$ cat src/rtl/trap_seq_pkg.sv
package trap_seq_pkg;
    parameter int unsigned WORD_W = 16;
    parameter int unsigned OPC_W  = 8;
    parameter int unsigned VEC_W  = 8;

    localparam logic [OPC_W-1:0] OPC_BRK = 8'hCC;
    localparam logic [OPC_W-1:0] OPC_INT = 8'hCD;
    localparam logic [OPC_W-1:0] OPC_OVF = 8'hCE;
    localparam logic [OPC_W-1:0] OPC_RET = 8'hCF;
    localparam logic [OPC_W-1:0] OPC_BND = 8'h62;
    localparam logic [OPC_W-1:0] OPC_ESC = 8'h0F;
    localparam logic [OPC_W-1:0] OPC_EMU = 8'hFF;

    typedef enum logic [1:0] {
        OP_NONE,
        OP_TRAP,
        OP_EMU,
        OP_RET
    } op_kind_e;

    typedef enum logic [3:0] {
        ST_IDLE,
        ST_RD_OFS,
        ST_RD_SEG,
        ST_PUSH_FLG,
        ST_PUSH_SEG,
        ST_PUSH_RET,
        ST_POP_RET,
        ST_POP_SEG,
        ST_POP_FLG
    } seq_state_e;

    typedef struct packed {
        seq_state_e        st;
        op_kind_e          kind;
        logic [WORD_W-1:0] vbase;
        logic [WORD_W-1:0] ofs;
        logic [WORD_W-1:0] seg;
        logic [WORD_W-1:0] pc;
        logic [WORD_W-1:0] ps;
        logic [WORD_W-1:0] psw;
        logic [WORD_W-1:0] sp;
        logic              done;
        logic [WORD_W-1:0] pc_o;
        logic [WORD_W-1:0] ps_o;
        logic [WORD_W-1:0] psw_o;
        logic [WORD_W-1:0] sp_o;
    } seq_regs_t;
endpackage

$ cat src/rtl/trap_decode.sv
module trap_decode
    import trap_seq_pkg::*;
#(
    parameter int unsigned BRK_VEC = 3,
    parameter int unsigned OVF_VEC = 4,
    parameter int unsigned BND_VEC = 5
) (
    input  logic [OPC_W-1:0] opc,
    input  logic [OPC_W-1:0] ext,
    input  logic [VEC_W-1:0] imm,
    input  logic             v_flag,
    input  logic             bnd_lo,
    input  logic             bnd_hi,
    output op_kind_e         kind,
    output logic [VEC_W-1:0] vec
);
    always_comb begin
        kind = OP_NONE;
        vec  = imm;
        case (opc)
            OPC_BRK: begin
                kind = OP_TRAP;
                vec  = VEC_W'(BRK_VEC);
            end
            OPC_INT: kind = OP_TRAP;
            OPC_OVF: begin
                vec = VEC_W'(OVF_VEC);
                if (v_flag) kind = OP_TRAP;
            end
            OPC_BND: begin
                vec = VEC_W'(BND_VEC);
                if (bnd_lo || bnd_hi) kind = OP_TRAP;
            end
            OPC_ESC: begin
                if (ext == OPC_EMU) kind = OP_EMU;
            end
            OPC_RET: kind = OP_RET;
            default: kind = OP_NONE;
        endcase
    end
endmodule

$ cat src/rtl/trap_flag_edit.sv
module trap_flag_edit
    import trap_seq_pkg::*;
#(
    parameter int unsigned IE_BIT  = 9,
    parameter int unsigned BRK_BIT = 8,
    parameter int unsigned MD_BIT  = 15
) (
    input  op_kind_e          kind,
    input  logic [WORD_W-1:0] psw_in,
    output logic [WORD_W-1:0] psw_new
);
    always_comb begin
        psw_new = psw_in;
        if (kind == OP_TRAP) begin
            psw_new[IE_BIT]  = 1'b0;
            psw_new[BRK_BIT] = 1'b0;
        end else if (kind == OP_EMU) begin
            psw_new[MD_BIT] = 1'b0;
        end
    end
endmodule

$ cat src/rtl/trap_seq.sv
module trap_seq
    import trap_seq_pkg::*;
#(
    parameter int unsigned BRK_VEC = 3,
    parameter int unsigned OVF_VEC = 4,
    parameter int unsigned BND_VEC = 5,
    parameter int unsigned IE_BIT  = 9,
    parameter int unsigned BRK_BIT = 8,
    parameter int unsigned MD_BIT  = 15
) (
    input  logic              clk,
    input  logic              rst_n,
    input  logic              start,
    input  logic [OPC_W-1:0]  opc,
    input  logic [OPC_W-1:0]  ext,
    input  logic [VEC_W-1:0]  imm,
    input  logic              v_flag,
    input  logic              bnd_lo,
    input  logic              bnd_hi,
    input  logic [WORD_W-1:0] pc_in,
    input  logic [WORD_W-1:0] ps_in,
    input  logic [WORD_W-1:0] psw_in,
    input  logic [WORD_W-1:0] sp_in,
    output logic              busy,
    output logic              done,
    output logic [WORD_W-1:0] pc_out,
    output logic [WORD_W-1:0] ps_out,
    output logic [WORD_W-1:0] psw_out,
    output logic [WORD_W-1:0] sp_out,
    output logic              mem_req,
    output logic              mem_we,
    output logic [WORD_W-1:0] mem_addr,
    output logic [WORD_W-1:0] mem_wdata,
    input  logic              mem_ack,
    input  logic [WORD_W-1:0] mem_rdata
);
    localparam int unsigned WORD_BYTES  = WORD_W / 8;
    localparam int unsigned SLOT_SHIFT  = $clog2(2 * WORD_BYTES);
    localparam int unsigned FRAME_BYTES = 3 * WORD_BYTES;

    localparam logic [WORD_W-1:0] STEP  = WORD_W'(WORD_BYTES);
    localparam logic [WORD_W-1:0] FRAME = WORD_W'(FRAME_BYTES);

    seq_regs_t         q, d;
    op_kind_e          dec_kind;
    logic [VEC_W-1:0]  dec_vec;
    logic [WORD_W-1:0] psw_new;

    trap_decode #(
        .BRK_VEC (BRK_VEC),
        .OVF_VEC (OVF_VEC),
        .BND_VEC (BND_VEC)
    ) u_dec (
        .opc    (opc),
        .ext    (ext),
        .imm    (imm),
        .v_flag (v_flag),
        .bnd_lo (bnd_lo),
        .bnd_hi (bnd_hi),
        .kind   (dec_kind),
        .vec    (dec_vec)
    );

    trap_flag_edit #(
        .IE_BIT  (IE_BIT),
        .BRK_BIT (BRK_BIT),
        .MD_BIT  (MD_BIT)
    ) u_flag (
        .kind    (q.kind),
        .psw_in  (q.psw),
        .psw_new (psw_new)
    );

    // Memory port: decoded from the current state only
    always_comb begin
        mem_req   = 1'b1;
        mem_we    = 1'b0;
        mem_addr  = '0;
        mem_wdata = '0;
        case (q.st)
            ST_RD_OFS:   mem_addr = q.vbase;
            ST_RD_SEG:   mem_addr = q.vbase + STEP;
            ST_PUSH_FLG: begin
                mem_we    = 1'b1;
                mem_addr  = q.sp - STEP;
                mem_wdata = q.psw;
            end
            ST_PUSH_SEG: begin
                mem_we    = 1'b1;
                mem_addr  = q.sp - 2 * STEP;
                mem_wdata = q.ps;
            end
            ST_PUSH_RET: begin
                mem_we    = 1'b1;
                mem_addr  = q.sp - 3 * STEP;
                mem_wdata = q.pc;
            end
            ST_POP_RET:  mem_addr = q.sp;
            ST_POP_SEG:  mem_addr = q.sp + STEP;
            ST_POP_FLG:  mem_addr = q.sp + 2 * STEP;
            default:     mem_req = 1'b0;
        endcase
    end

    // Next-state computation
    always_comb begin
        d      = q;
        d.done = 1'b0;
        case (q.st)
            ST_IDLE: begin
                if (start) begin
                    d.kind  = dec_kind;
                    d.vbase = WORD_W'(dec_vec) << SLOT_SHIFT;
                    d.pc    = pc_in;
                    d.ps    = ps_in;
                    d.psw   = psw_in;
                    d.sp    = sp_in;
                    case (dec_kind)
                        OP_TRAP, OP_EMU: d.st = ST_RD_OFS;
                        OP_RET:          d.st = ST_POP_RET;
                        default: begin
                            d.done  = 1'b1;
                            d.pc_o  = pc_in;
                            d.ps_o  = ps_in;
                            d.psw_o = psw_in;
                            d.sp_o  = sp_in;
                        end
                    endcase
                end
            end
            ST_RD_OFS: if (mem_ack) begin
                d.ofs = mem_rdata;
                d.st  = ST_RD_SEG;
            end
            ST_RD_SEG: if (mem_ack) begin
                d.seg = mem_rdata;
                d.st  = ST_PUSH_FLG;
            end
            ST_PUSH_FLG: if (mem_ack) d.st = ST_PUSH_SEG;
            ST_PUSH_SEG: if (mem_ack) d.st = ST_PUSH_RET;
            ST_PUSH_RET: if (mem_ack) begin
                d.st    = ST_IDLE;
                d.done  = 1'b1;
                d.pc_o  = q.ofs;
                d.ps_o  = q.seg;
                d.psw_o = psw_new;
                d.sp_o  = q.sp - FRAME;
            end
            ST_POP_RET: if (mem_ack) begin
                d.ofs = mem_rdata;
                d.st  = ST_POP_SEG;
            end
            ST_POP_SEG: if (mem_ack) begin
                d.seg = mem_rdata;
                d.st  = ST_POP_FLG;
            end
            ST_POP_FLG: if (mem_ack) begin
                d.st    = ST_IDLE;
                d.done  = 1'b1;
                d.pc_o  = q.ofs;
                d.ps_o  = q.seg;
                d.psw_o = mem_rdata;
                d.sp_o  = q.sp + FRAME;
            end
            default: d.st = ST_IDLE;
        endcase
    end

    always_ff @(posedge clk) begin
        if (!rst_n) q <= '0;
        else        q <= d;
    end

    assign busy    = (q.st != ST_IDLE);
    assign done    = q.done;
    assign pc_out  = q.pc_o;
    assign ps_out  = q.ps_o;
    assign psw_out = q.psw_o;
    assign sp_out  = q.sp_o;
endmodule

$ cat config.mk
export PLATFORM = sky130hd
export DESIGN_NAME = trap_seq
export DESIGN_NICKNAME = d
export VERILOG_FILES = /design/src/rtl/trap_seq_pkg.sv /design/src/rtl/trap_decode.sv /design/src/rtl/trap_flag_edit.sv /design/src/rtl/trap_seq.sv
export SDC_FILE = /design/constraint.sdc
export NUM_CORES = 1
export LEC_CHECK = 0
export BUFFER_PORTS_ARGS = -buffer_cell sky130_fd_sc_hd__buf_2
export CORE_MARGIN = 2
export CORE_UTILIZATION = 25
export CTS_BUF_LIST = sky130_fd_sc_hd__clkbuf_8
export CTS_CLUSTER_DIAMETER = 60
export CTS_CLUSTER_SIZE = 40
export DETAILED_ROUTE_END_ITERATION = 16
export GPL_TIMING_DRIVEN = 0
export HOLD_SLACK_MARGIN = 0.02
export SETUP_SLACK_MARGIN = 0.4
export SLEW_MARGIN = 10
export SYNTH_ARGS = -nofsm -noshare
export SYNTH_HDL_FRONTEND = slang
export SYNTH_SLANG_ARGS = --single-unit
$ cat constraint.sdc
create_clock -name clk -period 3.2 [get_ports clk]
set_input_delay 0.32 -clock clk [delete_from_list [all_inputs] [get_ports clk]]
set_output_delay 0.32 -clock clk [all_outputs]
set_load 0.1 [all_outputs]
# ---- Word level (Yosys, flattened, before mapping)
# Cells that the tools add are included.
dict set report totals {
  regBits 175
  out_inout_bits 100
  wordCells 98
}
dict set report classes {
  addsub 8
  n_eq_ne 32
  muxes 27
  reduce_logical 17
}
# operator count
set ops {}
lappend ops {{65-bit two-way mux} 4}
lappend ops {{65-bit one-hot mux with 3 select lines} 1}
lappend ops {{16-bit one-hot mux with 8 select lines} 1}
lappend ops {{16-bit one-hot mux with 3 select lines} 1}
lappend ops {{16-bit by 3-bit subtractor with 16-bit output (second input constant)} 3}
lappend ops {{8-bit equality test (second input constant)} 5}
lappend ops {{16-bit by 3-bit adder with 16-bit output (second input constant)} 2}
lappend ops {{4-bit one-hot mux with 8 select lines} 1}
lappend ops {{4-bit two-way mux} 7}
lappend ops {{8-bit one-hot mux with 3 select lines} 1}
lappend ops {{22-bit two-way mux} 1}
lappend ops {{2-bit inequality test (second input constant)} 10}
lappend ops {{16-bit by 2-bit adder with 16-bit output (second input constant)} 1}
lappend ops {{4-bit by 3-bit equality test with 1-bit output (second input constant)} 4}
lappend ops {{16-bit by 2-bit subtractor with 16-bit output (second input constant)} 1}
lappend ops {{10-bit by 2-bit adder with 11-bit output (second input constant)} 1}
lappend ops {{2-bit one-hot mux with 5 select lines} 1}
lappend ops {{2-bit OR reduction} 5}
lappend ops {{9-bit AND reduction} 1}
lappend ops {{4-bit by 2-bit equality test with 1-bit output (second input constant)} 2}
lappend ops {{8-bit by 4-bit equality test with 1-bit output (second input constant)} 1}
lappend ops {{8-bit by 7-bit equality test with 1-bit output (second input constant)} 1}
lappend ops {{4-bit one-hot mux with 2 select lines} 1}
lappend ops {{8-bit OR reduction} 1}
lappend ops {{15 further kinds} 27}

# ---- Depth between registers and ports, before layout
dict set report logic_depth {
  depth_word 8
  ltp_mapped 12
}

# ---- Modules after synthesis
# From an unflattened synthesis, not the netlist that was laid out.
dict set report unflattened {
  cells_unflattened 1271
  hier_area_um2 10083.4
}
# mod instances cells_per_inst area_each_um2 seq_area_each_um2
set modules_own_cells {}
lappend modules_own_cells {trap_seq 1 1219 9718.1 3503.4}
lappend modules_own_cells {trap_decode 1 34 237.7 0.0}
lappend modules_own_cells {trap_flag_edit 1 18 127.6 0.0}

# ---- Least setup slack after synthesis
# No wires, ideal clock.
dict set report synth_timing {
  path_kind {reg-to-output}
  from {register q[180] (netlist name)}
  to {output mem_addr[6]}
  arrival_ps 4585
  t_required_ps 2880
  setup_slack_ps -1705
  stages_incl_launch_ff 5
  path_buffers 2
  path_cell_list {dfxtp_1 buf_2 nand4bb_2 buf_2 o311ai_0}
}
dict set report synth_between {
  elab_chain_len 2
  elab_cells_between_ends 9
}
# element line
set synth_rtl {}
lappend synth_rtl {{start: declaration} trap_seq.sv:44} ;# seq_regs_t q, d;
lappend synth_rtl {{start signal: assignment} trap_seq.sv:170} ;# if (!rst_n) q <= '0;
lappend synth_rtl {{start signal: assignment} trap_seq.sv:171} ;# else q <= d;
lappend synth_rtl {{4-bit equality test, or another cell as far along} trap_seq.sv:80} ;# case (q.st)
lappend synth_rtl {{16-bit one-hot mux with 8 select lines *} trap_seq.sv:80}
lappend synth_rtl {{end: declaration} trap_seq.sv:32} ;# output logic [WORD_W-1:0] mem_addr,
# Mark *: on every way between the ends. The rest lies on a longest branch, timed or not.

# ---- Final worst setup path
dict set report layout_timing {
  from {register q[182] (netlist name)}
  to {output mem_addr[15]}
}
# Same word-level chain as after synthesis.

==> flow_summary.json <==
{
  "cap_violations": 0,
  "hold_class": "in2reg",
  "status": "finished with violations",
  "ctsHtreeMaxLevel": 4,
  "synth_fp_nets": 1370,
  "path_clk_slew_ps": 100,
  "finalClockSkew_ps": 14.5,
  "rows": 73,
  "netlist_instances": 1227,
  "drcViolationCount": 0,
  "worstPathRequired_ps": 2880,
  "chipHeight_um": 204,
  "synthFlopType": "dfxtp_1",
  "peakVddDrop_mv": 0.353,
  "clock-sinks": 175,
  "endpoint_kind": "output pin",
  "portBuffers": 210,
  "instances_no_fill": 2040,
  "yosysSeqAreaShare_pct": 35.1,
  "worst_slack_ps": -527,
  "path_cells": "buf_6 -> nand2b_4 -> nor2_4 -> inv_8 -> fa_2 -> a21oi_4 -> o22ai_2 -> o41ai_4 -> or4_1 -> o21ai_1 -> or4_4 -> buf_12",
  "violations": "setup timing",
  "grt_max_degree": 17,
  "yosysWarnings": 0,
  "cp.arrival_ps": 3410,
  "path_class": "reg2out",
  "cp_num_buf_inv": 3,
  "layout_commonest_cell": "nand2_1",
  "period_share_pct": 116,
  "avgSynthCellArea_sq_um": 8.14,
  "grt_overflow": 0,
  "vias_per_cell": 5.19,
  "ys_types": 76,
  "antenna_found_initial": 6,
  "synth_edf_count": 0,
  "ios": 211,
  "setup_viol": 11,
  "drive_gt1_share_pct": 33.6,
  "cts_buffers": 17,
  "grt_pass1_wl_um": 61300,
  "synthArstFlopShare_pct": 0,
  "finalNetCount": 1639,
  "die_x_um": 204,
  "syn_area_sq_um": 9980,
  "powerDensity_nw_per_um2": 745,
  "use_met1_pct": 24.9,
  "slew_headroom_pct": 35.6,
  "total_power_w": 0.0100,
  "die_area_sq_um": 41500,
  "slowest_delay_ps": 570,
  "crit_fanout": 8,
  "final_cell_mix": "nand2_1, buf_2, dfxtp_1",
  "ys_top_cells_by_area": "dfxtp_1, nand2_1, a21oi_1, buf_4, ha_1",
  "clockBufferDepth": 2,
  "hold_violations": 0,
  "grt_use_met3_pct": 3.79,
  "drt_iter0_drc": 1021,
  "yosys_register_bits": 175,
  "fin_crit_ps": 3730,
  "cpMaxStageDelayCell": "or4_4",
  "area_growth_pct": 34.8,
  "cts_tree": "done",
  "busiest_layer": "met2",
  "grt_pass1_vias": 10128,
  "critPathTopFamily": "simple AND/OR/NAND/NOR gates",
  "yosys.area.top_type": "dfxtp_1",
  "placed_cells": 1962,
  "gr-usage-all-layers_pct": 19.7,
  "post_drt_wl_per_cell_um": 20.7,
  "clock_latency_ps": 470,
  "setup_tns_ps": -3460,
  "r2r_slack_ps": 650,
  "gp_congestion": 0.895,
  "tightest_slew_ps": 959,
  "synth_top_area_share_pct": 35.1,
  "grtUsageMet2_pct": 32.8,
  "total_leakage_power_nw": 5.76,
  "dr.pass1.iters": 6,
  "via_count": 10593,
  "dpl.hpwl_um": 31900,
  "hold-worst-slack_ps": 90.6,
  "ant_nets": 0,
  "root_buffer": "clkbuf_8",
  "start_util_pct": 25.2,
  "slew_violations": 0,
  "core_sq_um": 39500,
  "start_kind": "register",
  "rsz0062_at_grt": "yes",
  "fmax_mhz": 268,
  "wl_um": 42300
}
## synthesized netlist by cell type, types with 5 or more instances
library cell and count:
nand2_1 205, inv_1 38, o211ai_1 5, a22o_1 14
ha_1 30, xnor2_1 27, buf_2 20, a221oi_1 23
nand4_1 5, a22oi_1 47, a31oi_1 5, clkbuf_1 51
a21o_1 9, xor2_1 12, dfxtp_1 175, and2_1 6
nor2_1 99, nor3_1 12, a21oi_1 145, o21ai_0 31
mux2i_1 36, nand3_1 14, buf_4 75, a211oi_1 6
and3_1 5, nand3b_1 5, a222oi_1 30, nand2b_1 7
## cell families after synthesis
group / share of synthesized area, %
AOI/OAI and AO/OA: 24.9
xor gates and xnor gates: 3.42
adders and majority gates: 4.16
buffers and inverters: 10.7
DFF: 35.1
muxes: 3.84
and+or+nand+nor: 17.9
## routing by layer
metal | share of wire (%) | vias up
met5 | 0.038 | -
li1 | - | 4880
met2 | 47 | 562
met4 | 3.1 | 2
met1 | 40 | 5067
met3 | 9.3 | 82
## area by class of cell
class                           count  area, sq um
Fill cell                        4183        26100
Multi-Input combinational cell    859         6090
Clock inverter                     13          114
Buffer                            153          980
Inverter                           40          171
Timing Repair Buffer              250         1650
Tap cell                          525          657
Sequential cell                   175         3510
Antenna cell                        6         15.0
Clock buffer                       19          262
## worst paths after layout
kind | startpoint | end | cells after the start
setup reg to reg | q[67]$_SDFFE_PN0P_ | sp_out[15]$_SDFFE_PN0P_ | 9
hold reg to reg | q[121]$_SDFFE_PN0P_ | q[121]$_SDFFE_PN0P_ | 2
setup / recovery | q[182]$_SDFFE_PN0P_ | mem_addr[15] | 12
hold / removal | sp_in[13] | q[78]$_SDFFE_PN0P_ | 3
## worst reg2reg max path, delay by kind of cell (launching register included)
family          cells  cell delay (ps)
flops               1              480
simple gates        3              840
compound gates      2              420
xor+xnor            1              110
fa+ha+maj           1              210
buf+inv             2              350
## registers in the layout (all words and copies together) (netlist names)
signal   cells
done         1
pc_out      16
psw_out     16
q          110
ps_out      16
sp_out      16
## report_power, final
group	switching [W]	internal, W
sequential	0.000315	0.00254
combinational	0.00377	0.00188
clock	0.000850	0.000658
## repair_timing
action	in CTS	in global routing
pin swaps	29	34
resized for setup	136	62
hold buffers	0	0
setup endpoints to repair	33	30
hold endpoints to repair	0	0
buffers inserted	24	16
## through the flow
| step | util [%] | setup WS (ps) | cell area [sq um] |
|---|---|---|---|
| global placement | 30.3 | -656 | 12000 |
| CTS | 33.2 | -522 | 13100 |
| finish | 34.0 | -527 | 13500 |
| global route | 34.0 | -609 | 13500 |
| detailed placement | 30.3 | -718 | 12000 |
| floorplan | - | -812 | 10300 |
(Power assumes the default switching activity.)
